--- config.mk ---
export PLATFORM = sky130hd
export DESIGN_NAME = sram_async_ctl
export DESIGN_NICKNAME = d
export VERILOG_FILES = /design/src/rtl/sram_ctl_pkg.sv /design/src/rtl/sram_phase_timer.sv /design/src/rtl/sram_seq_fsm.sv /design/src/rtl/sram_data_path.sv /design/src/rtl/sram_pin_drive.sv /design/src/rtl/sram_async_ctl.sv
export SDC_FILE = /design/constraint.sdc
export NUM_CORES = 1
export LEC_CHECK = 0
export BUFFER_PORTS_ARGS = -buffer_cell sky130_fd_sc_hd__buf_2
export CORE_ASPECT_RATIO = 1.5
export CORE_UTILIZATION = 44
export CTS_BUF_LIST = sky130_fd_sc_hd__clkbuf_4
export DETAILED_ROUTE_END_ITERATION = 16
export GPL_TIMING_DRIVEN = 1
export PLACE_DENSITY = 0.79
export RECOVER_POWER = 50
export SETUP_SLACK_MARGIN = 0.02
export SLEW_MARGIN = 10
export SYNTH_ARGS = -nofsm -noshare
export SYNTH_HDL_FRONTEND = slang
export SYNTH_SLANG_ARGS = --single-unit
--- constraint.sdc ---
create_clock -name clk -period 2.5 [get_ports clk]
set_clock_uncertainty 0.15 [all_clocks]
set_input_delay 0.25 -clock clk [delete_from_list [all_inputs] [get_ports clk]]
set_output_delay 0.25 -clock clk [all_outputs]
set_load 0.01 [all_outputs]
--- src/rtl/sram_ctl_pkg.sv ---
// Shared types and elaboration-time helpers for the SRAM access sequencer.
// Assumes all timing inputs are given in whole nanoseconds.
package sram_ctl_pkg;

    typedef enum logic [2:0] {
        PH_IDLE    = 3'd0,
        PH_WSETUP  = 3'd1,
        PH_WPULSE  = 3'd2,
        PH_WRECOV  = 3'd3,
        PH_RACCESS = 3'd4
    } phase_e;

    // Cycles covering a delay: round up, never less than one.
    function automatic int unsigned cyc_of(input int unsigned ns, input int unsigned clk_ns);
        int unsigned c;
        c = (ns + clk_ns - 1) / clk_ns;
        return (c == 0) ? 1 : c;
    endfunction

    function automatic int unsigned max2(input int unsigned a, input int unsigned b);
        return (a > b) ? a : b;
    endfunction

endpackage

--- src/rtl/sram_phase_timer.sv ---
// Down-counter that measures the length of the current phase.
// Assumes load is pulsed on the edge that enters a phase; last is high on the
// final cycle of that phase.
module sram_phase_timer #(
    parameter int unsigned CW = 4
) (
    input  logic          clk,
    input  logic          rst_n,
    input  logic          load,
    input  logic [CW-1:0] load_val,
    output logic          last
);

    logic [CW-1:0] cnt_q;

    // Reload on phase entry, otherwise count down to zero and hold.
    always_ff @(posedge clk) begin
        if (!rst_n) begin
            cnt_q <= '0;
        end else if (load) begin
            cnt_q <= load_val;
        end else if (cnt_q != '0) begin
            cnt_q <= cnt_q - 1'b1;
        end
    end

    assign last = (cnt_q == '0);

endmodule

--- src/rtl/sram_seq_fsm.sv ---
// Phase sequencer: accepts a request when idle, walks the write or read phases,
// and issues the one-cycle completion pulse. It remembers whether the last
// access was a read so that a following write can insert the bus turnaround.
// Assumes every phase count is at least one.
module sram_seq_fsm
    import sram_ctl_pkg::*;
#(
    parameter int unsigned CW    = 4,
    parameter int unsigned N_TA  = 3,
    parameter int unsigned N_PWE = 5,
    parameter int unsigned N_REC = 1,
    parameter int unsigned N_AA  = 6
) (
    input  logic          clk,
    input  logic          rst_n,
    input  logic          req,
    input  logic          req_write,
    input  logic          last,
    output phase_e        phase_q,
    output phase_e        phase_d,
    output logic          load,
    output logic [CW-1:0] load_val,
    output logic          accept,
    output logic          capture,
    output logic          ack
);

    logic ack_q;
    logic last_rd_q;
    logic done;
    int unsigned len;

    assign accept  = (phase_q == PH_IDLE) && req && !ack_q;
    assign capture = (phase_q == PH_RACCESS) && last;
    assign done    = last && ((phase_q == PH_WRECOV) || (phase_q == PH_RACCESS));
    assign ack     = ack_q;

    // Next phase and the length of the phase being entered.
    always_comb begin
        phase_d = phase_q;
        len     = 1;
        unique case (phase_q)
            PH_IDLE: begin
                if (accept) begin
                    if (req_write) begin
                        phase_d = PH_WSETUP;
                        len     = last_rd_q ? N_TA : 1;
                    end else begin
                        phase_d = PH_RACCESS;
                        len     = N_AA;
                    end
                end
            end
            PH_WSETUP: begin
                if (last) begin
                    phase_d = PH_WPULSE;
                    len     = N_PWE;
                end
            end
            PH_WPULSE: begin
                if (last) begin
                    phase_d = PH_WRECOV;
                    len     = N_REC;
                end
            end
            PH_WRECOV: begin
                if (last) phase_d = PH_IDLE;
            end
            PH_RACCESS: begin
                if (last) phase_d = PH_IDLE;
            end
            default: phase_d = PH_IDLE;
        endcase
    end

    assign load     = (phase_d != phase_q);
    assign load_val = CW'(len - 1);

    // Phase register, completion pulse and last-access-was-read flag.
    always_ff @(posedge clk) begin
        if (!rst_n) begin
            phase_q   <= PH_IDLE;
            ack_q     <= 1'b0;
            last_rd_q <= 1'b0;
        end else begin
            phase_q <= phase_d;
            ack_q   <= done;
            if (accept) last_rd_q <= !req_write;
        end
    end

endmodule

--- src/rtl/sram_data_path.sv ---
// Holds the accepted command and captures read data with disabled lanes zeroed.
// Assumes DW is a multiple of eight.
module sram_data_path #(
    parameter int unsigned AW = 20,
    parameter int unsigned DW = 16,
    parameter int unsigned NB = DW / 8
) (
    input  logic          clk,
    input  logic          rst_n,
    input  logic          accept,
    input  logic          capture,
    input  logic [AW-1:0] req_addr,
    input  logic [DW-1:0] req_wdata,
    input  logic [NB-1:0] req_be,
    input  logic [DW-1:0] dq_i,
    output logic [AW-1:0] addr_q,
    output logic [DW-1:0] wdata_q,
    output logic [NB-1:0] be_q,
    output logic [NB-1:0] be_sel,
    output logic [DW-1:0] rdata_q
);

    logic [DW-1:0] masked;

    // Per-lane masking of the sampled bus.
    for (genvar b = 0; b < NB; b++) begin : g_lane
        assign masked[b*8 +: 8] = be_q[b] ? dq_i[b*8 +: 8] : 8'h00;
    end

    // Byte enables seen by the pin stage on the accepting edge.
    assign be_sel = accept ? req_be : be_q;

    // Latch the command on acceptance.
    always_ff @(posedge clk) begin
        if (!rst_n) begin
            addr_q  <= '0;
            wdata_q <= '0;
            be_q    <= '0;
        end else if (accept) begin
            addr_q  <= req_addr;
            wdata_q <= req_wdata;
            be_q    <= req_be;
        end
    end

    // Capture read data on the final access cycle.
    always_ff @(posedge clk) begin
        if (!rst_n) begin
            rdata_q <= '0;
        end else if (capture) begin
            rdata_q <= masked;
        end
    end

endmodule

--- src/rtl/sram_pin_drive.sv ---
// Registered control pins, decoded from the phase being entered so that every
// pin changes on a clock edge and never glitches.
// Assumes be_sel already holds the lanes of the access in progress.
module sram_pin_drive
    import sram_ctl_pkg::*;
#(
    parameter int unsigned NB = 2
) (
    input  logic          clk,
    input  logic          rst_n,
    input  phase_e        phase_d,
    input  logic [NB-1:0] be_sel,
    output logic          ce1_n,
    output logic          ce2,
    output logic          we_n,
    output logic          oe_n,
    output logic          dq_oe,
    output logic [NB-1:0] be_n
);

    // Pin levels for each phase; idle leaves the memory in standby.
    always_ff @(posedge clk) begin
        if (!rst_n) begin
            ce1_n <= 1'b1;
            ce2   <= 1'b0;
            we_n  <= 1'b1;
            oe_n  <= 1'b1;
            dq_oe <= 1'b0;
            be_n  <= '1;
        end else begin
            ce1_n <= (phase_d == PH_IDLE);
            ce2   <= (phase_d != PH_IDLE);
            we_n  <= (phase_d != PH_WPULSE);
            oe_n  <= (phase_d != PH_RACCESS);
            dq_oe <= (phase_d == PH_WPULSE);
            be_n  <= (phase_d == PH_IDLE) ? '1 : ~be_sel;
        end
    end

endmodule

--- src/rtl/sram_async_ctl.sv ---
// Top of the asynchronous SRAM access sequencer. Converts request/acknowledge
// commands into write-enable-ended writes and output-enable-driven reads.
// Assumes the requester holds req and its fields stable until ack.
module sram_async_ctl
    import sram_ctl_pkg::*;
#(
    parameter int unsigned AW        = 20,
    parameter int unsigned DW        = 16,
    parameter int unsigned CLK_NS    = 8,
    parameter int unsigned T_WC_NS   = 45,
    parameter int unsigned T_PWE_NS  = 35,
    parameter int unsigned T_SD_NS   = 25,
    parameter int unsigned T_AW_NS   = 35,
    parameter int unsigned T_AA_NS   = 45,
    parameter int unsigned T_DOE_NS  = 22,
    parameter int unsigned T_HZ_NS   = 18
) (
    input  logic             clk,
    input  logic             rst_n,
    input  logic             req,
    input  logic             req_write,
    input  logic [AW-1:0]    req_addr,
    input  logic [DW-1:0]    req_wdata,
    input  logic [DW/8-1:0]  req_be,
    output logic             ack,
    output logic [DW-1:0]    rsp_rdata,
    output logic [AW-1:0]    mem_addr,
    output logic [DW-1:0]    mem_dq_o,
    input  logic [DW-1:0]    mem_dq_i,
    output logic             mem_dq_oe,
    output logic             mem_ce1_n,
    output logic             mem_ce2,
    output logic             mem_we_n,
    output logic             mem_oe_n,
    output logic [DW/8-1:0]  mem_be_n
);

    localparam int unsigned NB    = DW / 8;
    localparam int unsigned N_AWC = cyc_of(T_AW_NS, CLK_NS);
    localparam int unsigned N_PWE = max2(max2(cyc_of(T_PWE_NS, CLK_NS), cyc_of(T_SD_NS, CLK_NS)),
                                         (N_AWC > 1) ? N_AWC - 1 : 1);
    localparam int unsigned N_WC  = cyc_of(T_WC_NS, CLK_NS);
    localparam int unsigned N_REC = (N_WC > N_PWE + 1) ? N_WC - N_PWE - 1 : 1;
    localparam int unsigned N_AA  = max2(cyc_of(T_AA_NS, CLK_NS), cyc_of(T_DOE_NS, CLK_NS));
    localparam int unsigned N_TA  = cyc_of(T_HZ_NS, CLK_NS);
    localparam int unsigned N_MAX = max2(max2(N_PWE, N_REC), max2(N_AA, N_TA));
    localparam int unsigned CW    = $clog2(N_MAX + 1);

    phase_e          phase_q;
    phase_e          phase_d;
    logic            load;
    logic            last;
    logic [CW-1:0]   load_val;
    logic            accept;
    logic            capture;
    logic [NB-1:0]   be_q;
    logic [NB-1:0]   be_sel;

    sram_seq_fsm #(
        .CW(CW), .N_TA(N_TA), .N_PWE(N_PWE), .N_REC(N_REC), .N_AA(N_AA)
    ) u_fsm (
        .clk(clk), .rst_n(rst_n), .req(req), .req_write(req_write), .last(last),
        .phase_q(phase_q), .phase_d(phase_d), .load(load), .load_val(load_val),
        .accept(accept), .capture(capture), .ack(ack)
    );

    sram_phase_timer #(.CW(CW)) u_timer (
        .clk(clk), .rst_n(rst_n), .load(load), .load_val(load_val), .last(last)
    );

    sram_data_path #(.AW(AW), .DW(DW), .NB(NB)) u_data (
        .clk(clk), .rst_n(rst_n), .accept(accept), .capture(capture),
        .req_addr(req_addr), .req_wdata(req_wdata), .req_be(req_be),
        .dq_i(mem_dq_i), .addr_q(mem_addr), .wdata_q(mem_dq_o),
        .be_q(be_q), .be_sel(be_sel), .rdata_q(rsp_rdata)
    );

    sram_pin_drive #(.NB(NB)) u_pins (
        .clk(clk), .rst_n(rst_n), .phase_d(phase_d), .be_sel(be_sel),
        .ce1_n(mem_ce1_n), .ce2(mem_ce2), .we_n(mem_we_n), .oe_n(mem_oe_n),
        .dq_oe(mem_dq_oe), .be_n(mem_be_n)
    );

endmodule

==> impl_metrics.tcl <==
set metrics [dict create \
    ctsLongestPathBuffers 2 \
    hold_path_class "in2reg" \
    syn-mean-instance-area_um2 8.20 \
    ys_seq_elements 69 \
    crit_path_max_fanout 7 \
    utilization_pct 68.0 \
    clk_slew_on_worst_s_h_paths_ns 0.10 \
    via_count 2803 \
    synth_seq_area_share_pct 53.2 \
    htree_levels 3 \
    fmaxAchievable_mhz 458 \
    post-route-min-period_ns 2.18 \
    number_of_antenna_violations_at_the_first_check_in_global_routing 0 \
    die-height_um 96.1 \
    setup_viol_count_final 0 \
    number_of_design_rule_violations_left_by_the_first_detailed_router_iteration 258 \
    portBuffers 117 \
    final_nets 543 \
    ant_cells 0 \
    cts_tree "done" \
    post_drt_wl_per_cell_um 14.1 \
    slew_headroom_pct 57.6 \
    dr.pass1.iters 4 \
    arrival_time_at_the_worst_endpoint_ns 2.30 \
    grt_overflow_total 0 \
    ys.flop_type "sky130_fd_sc_hd__dfxtp_1" \
    finish.cell_count_without_fillers 559 \
    netlist.area_leader.share_pct 53.2 \
    crit_path_cell_trace "nor3_1, clkbuf_1, mux2i_1, o22ai_1, or4_1" \
    start_kind "register" \
    placementRows 33 \
    crit_path_max_incr_delay_ns 0.42 \
    cts_setup_buffers 0 \
    cp.required_ns 2.62 \
    synthCells 317 \
    post_route_cells_drive_above_1_share_pct 17.6 \
    area_inside_the_core_boundary_mm2 0.00557 \
    synthTopCellsByArea "sky130_fd_sc_hd__dfxtp_1 53%, sky130_fd_sc_hd__nand2_1 14%, sky130_fd_sc_hd__a21oi_1 11%" \
    post_synth_edffs 0 \
    max_cap_violations 0 \
    drc 0 \
    setup_tns_ns 0 \
    outcome "complete, no violations" \
    most-common-layout-cells "94 x sky130_fd_sc_hd__nand2_1, 69 x sky130_fd_sc_hd__dfxtp_1, 61 x sky130_fd_sc_hd__clkbuf_1" \
    die_x_um 64.8 \
    floorplan.initialDensity_pct 46.6 \
    post-route-period-util_pct 87.3 \
    setup_repair_after_global_routing_missed_its_margin "false" \
    antenna_violating_nets_post_route 0 \
    global_route_wire_length_before_repair_um 12100 \
    cts_made_buffers 9 \
    critical_path.endpoint_type "register" \
    mostFrequentLayoutCell "sky130_fd_sc_hd__nand2_1" \
    pin_count 118 \
    vias_per_cell 5.01 \
    synth.net_count 376 \
    clock_insertion_delay_worst_skew_ns 0.39 \
    ys_async_sr_fraction_pct 0 \
    dp.final_hpwl_um 4660 \
    clock-sinks 69 \
    area.growth.synth_to_final_pct 45.8 \
    tightest_slew_ns 0.634 \
    floorplan.die_area_mm2 0.00622 \
    netlist_area_mm2 0.00260 \
    place_congestion 0.907 \
    p_leak_nw 1.51 \
    grt_max_degree 39 \
    layout.filler_cells 480 \
    maxSlewViolCount 0 \
    yosys_warnings 0 \
    groute.usage.overall_pct 25.3 \
    critical_path.slowest_cell "sky130_fd_sc_hd__nor3_1" \
    hold_violations_final 0 \
    routed_wl_um 7910 \
    vdd_drop_max_v 0.000363 \
    cts_root_buf "sky130_fd_sc_hd__clkbuf_4" \
    ys_types 35 \
    via_count_of_the_first_global_routing_pass 2746 \
    p_per_area_mw_per_mm2 755 \
    dp.cells 487 \
    worstSetupPathType "reg2reg" \
    reg2reg_setup_slack_ns 0.32 \
    post-synth-top-area-cell "sky130_fd_sc_hd__dfxtp_1" \
]
area by class of cell:
cell class | count | area [µm²] | share of cell area, %
Sequential cell | 69 | 1380 | 36.5
Timing Repair Buffer | 180 | 1120 | 29.6
Multi-Input combinational cell | 220 | 1070 | 28.4
Tap cell | 70 | 87.6 | 2.31
Clock buffer | 11 | 82.6 | 2.18
Clock inverter | 5 | 27.5 | 0.727
Inverter | 4 | 15.0 | 0.396
critical path: cells and delay by family (launching register included):
family | cells | cell delay [ns]
multiplexers | 1 | 0.24
buffers and inverters | 1 | 0.35
flip-flops | 1 | 0.35
AO/OA/AOI/OAI | 1 | 0.14
AND/OR/NAND/NOR | 2 | 0.84
logic make-up (layout without fill, tap and decap cells):
kind of cell    Yosys count  count (layout)  synth area share, %
flops                    69              69                 53.2
compound gates           67              67                 13.8
buf+inv                  28             200                 5.49
simple gates            148             148                 25.6
fa+ha+maj                 1               1                0.481
mux                       3               3                 1.16
xor+xnor                  1               1                0.337
state kept, by name, indices dropped and copies added, names as in the netlist, 2 cells and up:
signal and flops:
u_data.be_q 2, u_timer.cnt_q 3, u_data.addr_q 20, u_data.rdata_q 16, u_fsm.phase_q 3, u_pins.be_n 2, u_data.wdata_q 16
metrics by stage:
step | instance area (µm²) | worst slack, ns | power, W | hold slack, ns
after CTS | 3870 | 0.393 | 0.00289 | 0.200
final | 3790 | 0.317 | 0.00286 | 0.224
after floorplan | 2600 | 0.546 | 0.00198 | 0.189
after global placement | 3200 | 0.475 | 0.00221 | 0.288
after global routing | 3790 | 0.213 | 0.00304 | 0.260
after detailed placement | 3200 | 0.416 | 0.00224 | 0.291
where the power goes:
part	switching (W)	internal, W	total (W)
combinational	0.000540	0.000360	0.000901
clock	0.000367	0.000220	0.000588
sequential	0.000117	0.00125	0.00137
timing repair:
| item | in CTS | in global routing |
|---|---|---|
| endpoints found under the hold margin | 58 | 0 |
| hold buffers | 56 | 0 |
| resized for setup | 0 | 0 |
cells in the mapped netlist, types with 3 or more instances:
library cell               instances
sky130_fd_sc_hd__o21ai_0           4
sky130_fd_sc_hd__mux2i_1           3
sky130_fd_sc_hd__dfxtp_1          69
sky130_fd_sc_hd__clkbuf_1         14
sky130_fd_sc_hd__nand2_1          94
sky130_fd_sc_hd__or3_1             4
sky130_fd_sc_hd__nor2b_1           3
sky130_fd_sc_hd__buf_6             4
sky130_fd_sc_hd__inv_1             3
sky130_fd_sc_hd__a21oi_1          55
sky130_fd_sc_hd__nand3_1          19
sky130_fd_sc_hd__nor3_1            4
sky130_fd_sc_hd__nor4_1            3
sky130_fd_sc_hd__nor2_1            9
sky130_fd_sc_hd__buf_2             6
layer usage:
metal,global-route usage (%),part of all wire (%)
met5,0,0
met4,15.0,3.5
met3,5.57,6.2
met2,48.4,52
met1,24.2,38
final timing paths:
check / endpoint / cells after the start / startpoint
hold reg to reg: u_data.rdata_q[10] / 2 / u_data.rdata_q[10]
hold / removal: u_timer.cnt_q[1] / 5 / req
setup reg to reg: u_pins.we_n / 5 / u_timer.cnt_q[2]
setup / recovery: u_pins.we_n / 5 / u_timer.cnt_q[2]
Note: power is estimated with default switching activity, not from simulation.
